$ cat config.mk
export PLATFORM = sky130hd
export DESIGN_NAME = uart_fifo_ctl
export DESIGN_NICKNAME = d
export VERILOG_FILES = /design/src/rtl/uart_fifo_ctl_pkg.sv /design/src/rtl/uart_fcr_decode.sv /design/src/rtl/uart_rx_ready.sv /design/src/rtl/uart_tx_ready.sv /design/src/rtl/uart_fifo_ctl.sv
export SDC_FILE = /design/constraint.sdc
export NUM_CORES = 1
export LEC_CHECK = 0
export ABC_CLOCK_PERIOD_IN_PS = 2850
export BUFFER_PORTS_ARGS = -buffer_cell sky130_fd_sc_hd__buf_2
export CAP_MARGIN = 20
export CELL_PAD_IN_SITES_DETAIL_PLACEMENT = 0
export CELL_PAD_IN_SITES_GLOBAL_PLACEMENT = 1
export CORE_ASPECT_RATIO = 0.9
export CORE_MARGIN = 3
export CORE_UTILIZATION = 27
export DETAILED_ROUTE_END_ITERATION = 12
export GPL_TIMING_DRIVEN = 0
export HOLD_SLACK_MARGIN = 0.12
export PLACE_DENSITY = 0.78
export REMOVE_ABC_BUFFERS = 1
export SLEW_MARGIN = 20
export SYNTH_ARGS = -nofsm -noshare
export SYNTH_HDL_FRONTEND = slang
export SYNTH_SLANG_ARGS = --single-unit
$ cat constraint.sdc
create_clock -name clk -period 2.85 [get_ports clk]
set_clock_uncertainty 0.2 [all_clocks]
set_input_delay 0.285 -clock clk [delete_from_list [all_inputs] [get_ports clk]]
set_output_delay 0.285 -clock clk [all_outputs]
set_load 0.02 [all_outputs]
$ cat src/rtl/uart_fifo_ctl_pkg.sv
package uart_fifo_ctl_pkg;

   typedef enum logic [1:0] {
      TRIG_1  = 2'b00,
      TRIG_4  = 2'b01,
      TRIG_8  = 2'b10,
      TRIG_14 = 2'b11
   } trig_sel_e;

   typedef struct packed {
      logic      en;
      logic      mode1;
      trig_sel_e trig;
   } fctl_t;

   // Occupancy that a trigger code stands for.
   function automatic int unsigned trig_level(input int unsigned code);
      case (code)
         0:       return 1;
         1:       return 4;
         2:       return 8;
         default: return 14;
      endcase
   endfunction

endpackage

$ cat src/rtl/uart_fcr_decode.sv
module uart_fcr_decode
   import uart_fifo_ctl_pkg::*;
(
   input  logic       clk,
   input  logic       rst_n,
   input  logic       wr,
   input  logic [7:0] wdata,
   output fctl_t      ctl,
   output logic       rx_clr,
   output logic       tx_clr
);

   logic en_flip;
   assign en_flip = wdata[0] ^ ctl.en;

   always_ff @(posedge clk) begin
      if (!rst_n) begin
         ctl    <= '0;
         rx_clr <= 1'b0;
         tx_clr <= 1'b0;
      end else begin
         // Clear requests are pulses only; an enable change empties both sides.
         rx_clr <= wr & (wdata[1] | en_flip);
         tx_clr <= wr & (wdata[2] | en_flip);
         if (wr) begin
            ctl.en    <= wdata[0];
            ctl.mode1 <= wdata[3];
            ctl.trig  <= trig_sel_e'(wdata[7:6]);
         end
      end
   end

endmodule

$ cat src/rtl/uart_rx_ready.sv
module uart_rx_ready
   import uart_fifo_ctl_pkg::*;
#(
   parameter int DEPTH = 16,
   parameter int CNT_W = $clog2(DEPTH + 1)
) (
   input  logic             clk,
   input  logic             rst_n,
   input  fctl_t            ctl,
   input  logic [CNT_W-1:0] rx_count,
   input  logic             rx_timeout,
   output logic             trig_hit,
   output logic             rxrdy_n
);

   localparam int N_TRIG = 4;

   logic [N_TRIG-1:0] reach;
   logic              nonempty;
   logic              sticky;
   logic              act_q;
   logic              act_d;

   // One comparator per trigger code; the stored code picks one.
   for (genvar g = 0; g < N_TRIG; g++) begin : g_cmp
      assign reach[g] = rx_count >= CNT_W'(trig_level(g));
   end

   assign trig_hit = ctl.en ? reach[ctl.trig] : reach[0];
   assign nonempty = rx_count != '0;
   assign sticky   = ctl.en & ctl.mode1;

   always_comb begin
      if (sticky) act_d = nonempty & (act_q | trig_hit | rx_timeout);
      else        act_d = nonempty;
   end

   always_ff @(posedge clk) begin
      if (!rst_n) act_q <= 1'b0;
      else        act_q <= act_d;
   end

   assign rxrdy_n = ~act_q;

endmodule

$ cat src/rtl/uart_tx_ready.sv
module uart_tx_ready
   import uart_fifo_ctl_pkg::*;
#(
   parameter int DEPTH = 16,
   parameter int CNT_W = $clog2(DEPTH + 1)
) (
   input  logic             clk,
   input  logic             rst_n,
   input  fctl_t            ctl,
   input  logic [CNT_W-1:0] tx_count,
   output logic             txrdy_n
);

   localparam logic [CNT_W-1:0] FULL_FIFO = CNT_W'(DEPTH);
   localparam logic [CNT_W-1:0] FULL_HOLD = CNT_W'(1);

   logic [CNT_W-1:0] full_lvl;
   logic             empty;
   logic             full;
   logic             sticky;
   logic             act_q;
   logic             act_d;

   assign full_lvl = ctl.en ? FULL_FIFO : FULL_HOLD;
   assign empty    = tx_count == '0;
   assign full     = tx_count >= full_lvl;
   assign sticky   = ctl.en & ctl.mode1;

   always_comb begin
      if (sticky) act_d = empty | (act_q & ~full);
      else        act_d = empty;
   end

   always_ff @(posedge clk) begin
      if (!rst_n) act_q <= 1'b1;
      else        act_q <= act_d;
   end

   assign txrdy_n = ~act_q;

endmodule

$ cat src/rtl/uart_fifo_ctl.sv
module uart_fifo_ctl
   import uart_fifo_ctl_pkg::*;
#(
   parameter  int DEPTH = 16,
   localparam int CNT_W = $clog2(DEPTH + 1)
) (
   input  logic             clk,
   input  logic             rst_n,
   input  logic             fcr_wr,
   input  logic [7:0]       fcr_wdata,
   input  logic [CNT_W-1:0] rx_count,
   input  logic [CNT_W-1:0] tx_count,
   input  logic             rx_timeout,
   output logic             rx_clear,
   output logic             tx_clear,
   output logic             fifo_en,
   output logic             dma_mode1,
   output logic             rx_trig_reached,
   output logic             rxrdy_n,
   output logic             txrdy_n
);

   if (DEPTH < 14 || DEPTH > 255) begin : g_bad_depth
      $error("uart_fifo_ctl: DEPTH must hold the top trigger level and stay below 256");
   end

   fctl_t ctl;

   uart_fcr_decode i_dec (
      .clk    (clk),
      .rst_n  (rst_n),
      .wr     (fcr_wr),
      .wdata  (fcr_wdata),
      .ctl    (ctl),
      .rx_clr (rx_clear),
      .tx_clr (tx_clear)
   );

   uart_rx_ready #(.DEPTH(DEPTH), .CNT_W(CNT_W)) i_rx (
      .clk        (clk),
      .rst_n      (rst_n),
      .ctl        (ctl),
      .rx_count   (rx_count),
      .rx_timeout (rx_timeout),
      .trig_hit   (rx_trig_reached),
      .rxrdy_n    (rxrdy_n)
   );

   uart_tx_ready #(.DEPTH(DEPTH), .CNT_W(CNT_W)) i_tx (
      .clk      (clk),
      .rst_n    (rst_n),
      .ctl      (ctl),
      .tx_count (tx_count),
      .txrdy_n  (txrdy_n)
   );

   assign fifo_en   = ctl.en;
   assign dma_mode1 = ctl.mode1;

endmodule

Word level (Yosys, flattened, before mapping). Cells that the tools add are included.

Register bits: 8. Input port bits: 22. Output and inout port bits: 7. Word-level logic and storage cells: 35.

Magnitude comparators: 6. Multiplexer cells: 6. Bitwise gates (word level): 14. Reductions and logical operators: 2.

Operators by type and width (number): $ge A5 B4 Y1 const B (2); $and A1 B1 Y1 (5); $ge A5 B1 Y1 const B (1); $ge A5 B3 Y1 const B (1); $ge A5 B5 Y1 (1); $logic_not A5 Y1 (1); $mux W5 (1); $or A1 B1 Y1 (5); $reduce_bool A5 Y1 (1); $mux W1 (4); $lt A2 B3 Y1 const B (1); $not A1 Y1 (3); $bmux W1 S2 (1); $xor A1 B1 Y1 (1).

Logic depth before layout (Yosys ltp).
Depth after elaboration: 8. Gate-level depth with buffers: 7. Depth with buffers taken out: 6.

Modules after synthesis. From an unflattened synthesis, not the netlist that was laid out.

Cell total of the unflattened synthesis: 46. Area total of the unflattened synthesis: 425.4 µm².

By module, submodules not included: uart_fcr_decode (times used 1, cells each 21, area each 226.5 µm², seq. area each 120.1 µm²); uart_tx_ready (times used 1, cells each 12, area each 105.1 µm², seq. area each 20.0 µm²); uart_rx_ready (times used 1, cells each 13, area each 93.8 µm², seq. area each 20.0 µm²).

Worst setup path before layout. OpenSTA, ideal clock, no wires.

Path type: reg-to-reg. Start point: register i_dec.ctl[3] (netlist name). End point: register i_tx.act_q. Library setup time: 95 ps. Arrival: 1310 ps. Required time: 2555 ps. Path slack: 1245 ps. Stages on the path, launching flop included: 8. Buffers on the path: 1. Clock period less this slack: 1605 ps. Path through: dfxtp_1 -> buf_4 -> inv_1 -> ha_1 -> nand2b_1 -> o21ai_1 -> nand4_1 -> o311ai_1.

Word-level cells in the longest chain between the ends: 6. Elaborated cells on any way between the ends: 7. Classes of those cells: order compare (1); mux (2); bitwise (4).

RTL lines: $mux W5 (line uart_tx_ready.sv:24) `assign full_lvl = ctl.en ? FULL_FIFO : FULL_HOLD;`; $ge A5 B5 Y1 (line uart_tx_ready.sv:26) `assign full = tx_count >= full_lvl;`; $not A1 Y1 (line uart_tx_ready.sv:30) `if (sticky) act_d = empty | (act_q & ~full);`; $and A1 B1 Y1 (line uart_tx_ready.sv:30); $or A1 B1 Y1 (line uart_tx_ready.sv:30); $mux W1 (*) (line uart_tx_ready.sv:30); end signal: assignment (line uart_tx_ready.sv:36) `else act_q <= act_d;`; end: declaration (line uart_tx_ready.sv:21) `logic act_q;`.

Every way passes the cells marked *; elsewhere a longest branch is shown, timed or not. A chain may end at the register's enable or synchronous reset.

Final worst setup path.
Start point: input port tx_count[0]. End point: register i_tx.act_q.

Word-level cells in the longest chain between the ends: 5. Elaborated cells on any way between the ends: 6. Classes of those cells: order compare (1); mux (1); bitwise (3); reduce/logical (1).

RTL lines: start: declaration (line uart_fifo_ctl.sv:12) `input logic [CNT_W-1:0] tx_count,`; $ge A5 B5 Y1 (line uart_tx_ready.sv:26); $not A1 Y1 (line uart_tx_ready.sv:30); $and A1 B1 Y1 (line uart_tx_ready.sv:30); $or A1 B1 Y1 (line uart_tx_ready.sv:30); $mux W1 (*) (line uart_tx_ready.sv:30).

Marks and branches as above.

==> summary.md <==
| Metric | Value |
|---|---|
| Status | completed |
| Sw power | 68.01 uW |
| Clock latency on the worst-skew pair | approximately 0.25 ns |
| Post-detail-place hpwl | 735.7 um |
| Final Hold Violating Endpoints | 0 |
| N_diodes | 0 |
| Initial antenna violation count | 0 |
| Critical Path RT | about 2.9 ns |
| Vias post-DR | 444 |
| FF-to-FF Start | i_dec.ctl[3] |
| Fmax achieved | approximately 450 MHz |
| Die X | 47.22 um |
| Syn Std Cell Area | 412.9 um^2 |
| CTS Buffer Depth | 2 |
| Die height | 43.10 um |
| Synth Area per Inst | 8.426 um^2 |
| VDD IR max | 0.1931 mV |
| Crit Path Class | in -> reg |
| Int Pwr | 199.9 uW |
| Drt via density | 4.485 |
| DRC viols | 0 |
| Clk Tree Root Cell | clkbuf_4 |
| Core ar. | 0.001336 mm^2 |
| Hold Startpoint | fcr_wr |
| Netlist cell types | 21 |
| CP dominant cell by count | dlygate4sd3_1 |
| Yosys warnings | 0 |
| Final min period | 2.241 ns |
| Area grow syn2layout | 60.00% |
| Pwr dens | 405.5 mW/mm^2 |
| # fillers | around 140 |
| Crit path DAT | ~2.2 ns |
| Die ar. | 0.002035 mm^2 |
| Setup crit start kind | primary input |
| Max Cap Viol | 0 |
| First-pass GRT wire length | ~1500 um |
| Routed Wire Length | ~950 um |
| Max H-tree Level | 1 |
| Gpl congestion | 0.6731 |
| Delay of the slowest cell on the worst path | 0.58 ns |
| Final Max Slew Viols | 0 |
| Least-Margin Pin Slew | 0.2552 ns |
| CP Capture Type | flip-flop |
| Clock Pin Slew Worst Setup and Hold Paths | 0.05 ns |
| Total I/O pin count | 29 |
| Clk pwr share | 31.7% |
| Starting DRT DRC Count | 8 |
| Clock tree sinks | 8 |
| Seq cells post-synth | 8 |
| Total power | 267.9 uW |
| Initial Util | 30.90% |
| Net Sw Frac | 25.39% |
| CP cell instances | dlygate4sd3_1, buf_2, inv_1, ha_1, nand2b_1, o21ai_1, nand4_1, o311ai_1, dlygate4sd3_1 |
| Grt ovf | 0 |
| Period utilisation layout | approximately four fifths |
| Crit Path Max Fanout | 2 |
| Post-DRT Antenna Nets | 0 |
| Cells after Synth | between 40 and 50 |
| Pre-Repair DR Iteration Count | 2 |
| Largest net degree at the start of global routing | 9 |
| Logic pwr share | 22.2% |
| Seq/Total Area, Yosys | 38.79% |
| GRT Total Usage | 10.89% |
| Crit path from | tx_count[0] |
| Final setup violation count | 0 |
| Max-slew headroom | between 80% and 90% |
| Final TNS setup | 0 ns |
| Vias in the first global route | 382 |
| Critical path's slowest cell | dlygate4sd3_1 |
| Unrepaired setup endpoints after global routing | false |
| Leak | 0.0003338 uW |
| CTS tree | done |
| Post-layout nets | 111 |
| Layout cells sized above 1 | 35.29% |
| Standard-cell rows | 12 |
| Flop pwr share | 46.1% |
| Avg WL per Cell | 9.586 um |
| Number of CTS-inserted buffers | 3 |
| Port Buf Inserts | 26 |
| Worst Hold Class | in -> reg |
## final cells by class
| type | count | area (um^2) | area share (%) |
|---|---|---|---|
| Timing Repair Buffer | 35 | 220.2 | 33.33 |
| Clock buffer | 3 | 22.52 | 3.409 |
| Tap cell | 14 | 17.52 | 2.652 |
| Multi-Input combinational cell | 35 | 225.2 | 34.09 |
| Inverter | 4 | 15.01 | 2.273 |
| Sequential cell | 8 | 160.2 | 24.24 |
## cell families (layout without fill, tap and decap cells)
logic type / count (synthesis) / in the layout / share of synthesized area, %
simple gates: 21 / 21 / 25.45
xor+xnor: 1 / 1 / 2.122
compound gates: 7 / 7 / 11.21
flops: 8 / 8 / 38.79
mux: 4 / 4 / 9.697
fa+ha+maj: 2 / 2 / 6.060
buf+inv: 6 / 42 / 6.665
## power by group through the flow
stage | Combinational, uW | Sequential [uW] | Clock [uW]
floorplan | 22.8 | 129 | 0
global placement | 50.0 | 126 | 0
detailed placement | 50.5 | 126 | 0
CTS | 60.0 | 123 | 91.8
global route | 67.0 | 124 | 95.4
finish | 59.5 | 124 | 84.8
## placed cells by master (no fill, tap or decap)
cell           synthesis  layout
nor2b_1                4       4
clkbuf_4               0       3
nand4_1                1       1
a41oi_1                1       1
o21ai_0                1       1
dfxtp_1                8       8
nand2b_1               2       2
o311ai_1               1       1
buf_2                  1      26
a21oi_1                1       1
a21boi_1               1       1
o22ai_1                1       1
dlygate4sd3_1          0       9
nor3_1                 1       1
o21ai_1                1       1
or3_4                  1       1
nor2_1                 8       8
xor2_1                 1       1
inv_1                  4       4
mux2i_1                4       4
ha_1                   2       2
nand2_1                4       4
## per-layer routing
metal	vias to the layer above	share of wire, %	track usage (%)	routed length (um)
met4	0	1.6	6.630	15
met5	-	0	0	0
met2	21	45	15.51	427
met3	2	11	7.627	103
met1	182	42	11.25	403
li1	239	-	-	-
## final timing paths
path	end	slack [ns]	cells past startpoint
worst max-delay path	i_tx.act_q	0.61	9
worst min-delay path	i_dec.tx_clr	0.16	3
worst max register to register	i_tx.act_q	0.75	7
worst min register to register	i_dec.ctl[1]	0.34	2
## metrics by stage
step           cells  hold slack (ns)  util [%]  setup WS [ns]  area [um^2]
3_3_place_gp      87           0.2997     41.01          1.186        548.0
3_5_place_dp      87           0.3009     41.01          1.204        548.0
5_1_grt           99           0.1528     49.44         0.4818        660.6
4_1_cts           99           0.1513     49.44         0.6216        660.6
2_1_floorplan     47           0.1634         -          1.239        400.4
6_report          99           0.1614     49.44         0.6089        660.6
## synthesized netlist by cell type
master    number  area (um^2)
o21ai_0        1        5.000
buf_2          1        5.000
dfxtp_1        8        160.2
o311ai_1       1        8.760
a41oi_1        1        8.760
o21ai_1        1        5.000
xor2_1         1        8.760
nand2b_1       2        12.51
inv_1          4        15.01
nor2_1         8        30.03
a21oi_1        1        5.000
or3_4          1        11.26
mux2i_1        4        40.04
nand4_1        1        6.260
nand2_1        4        15.01
o22ai_1        1        6.260
ha_1           2        25.02
buf_4          1        7.510
nor2b_1        4        25.02
a21boi_1       1        7.510
nor3_1         1        5.000
## worst max-delay path, delay by kind of cell
kind | cells | cell delay, ns
buffers and inverters | 4 | 1.25
AOI/OAI and AO/OA | 2 | 0.21
and+or+nand+nor | 2 | 0.24
adders and majority gates | 1 | 0.27
## repair_timing
item                                   CTS  global route
setup buffers                            0             0
hold buffers                             9             0
endpoints found under the hold margin    8             0
resized for setup                        0             0
## flip-flops by register name, summed over array words and instances, names as in the netlist
register	count
i_dec.tx_clr	1
i_rx.act_q	1
i_dec.ctl	4
i_tx.act_q	1
i_dec.rx_clr	1
(Power assumes the default switching activity.)
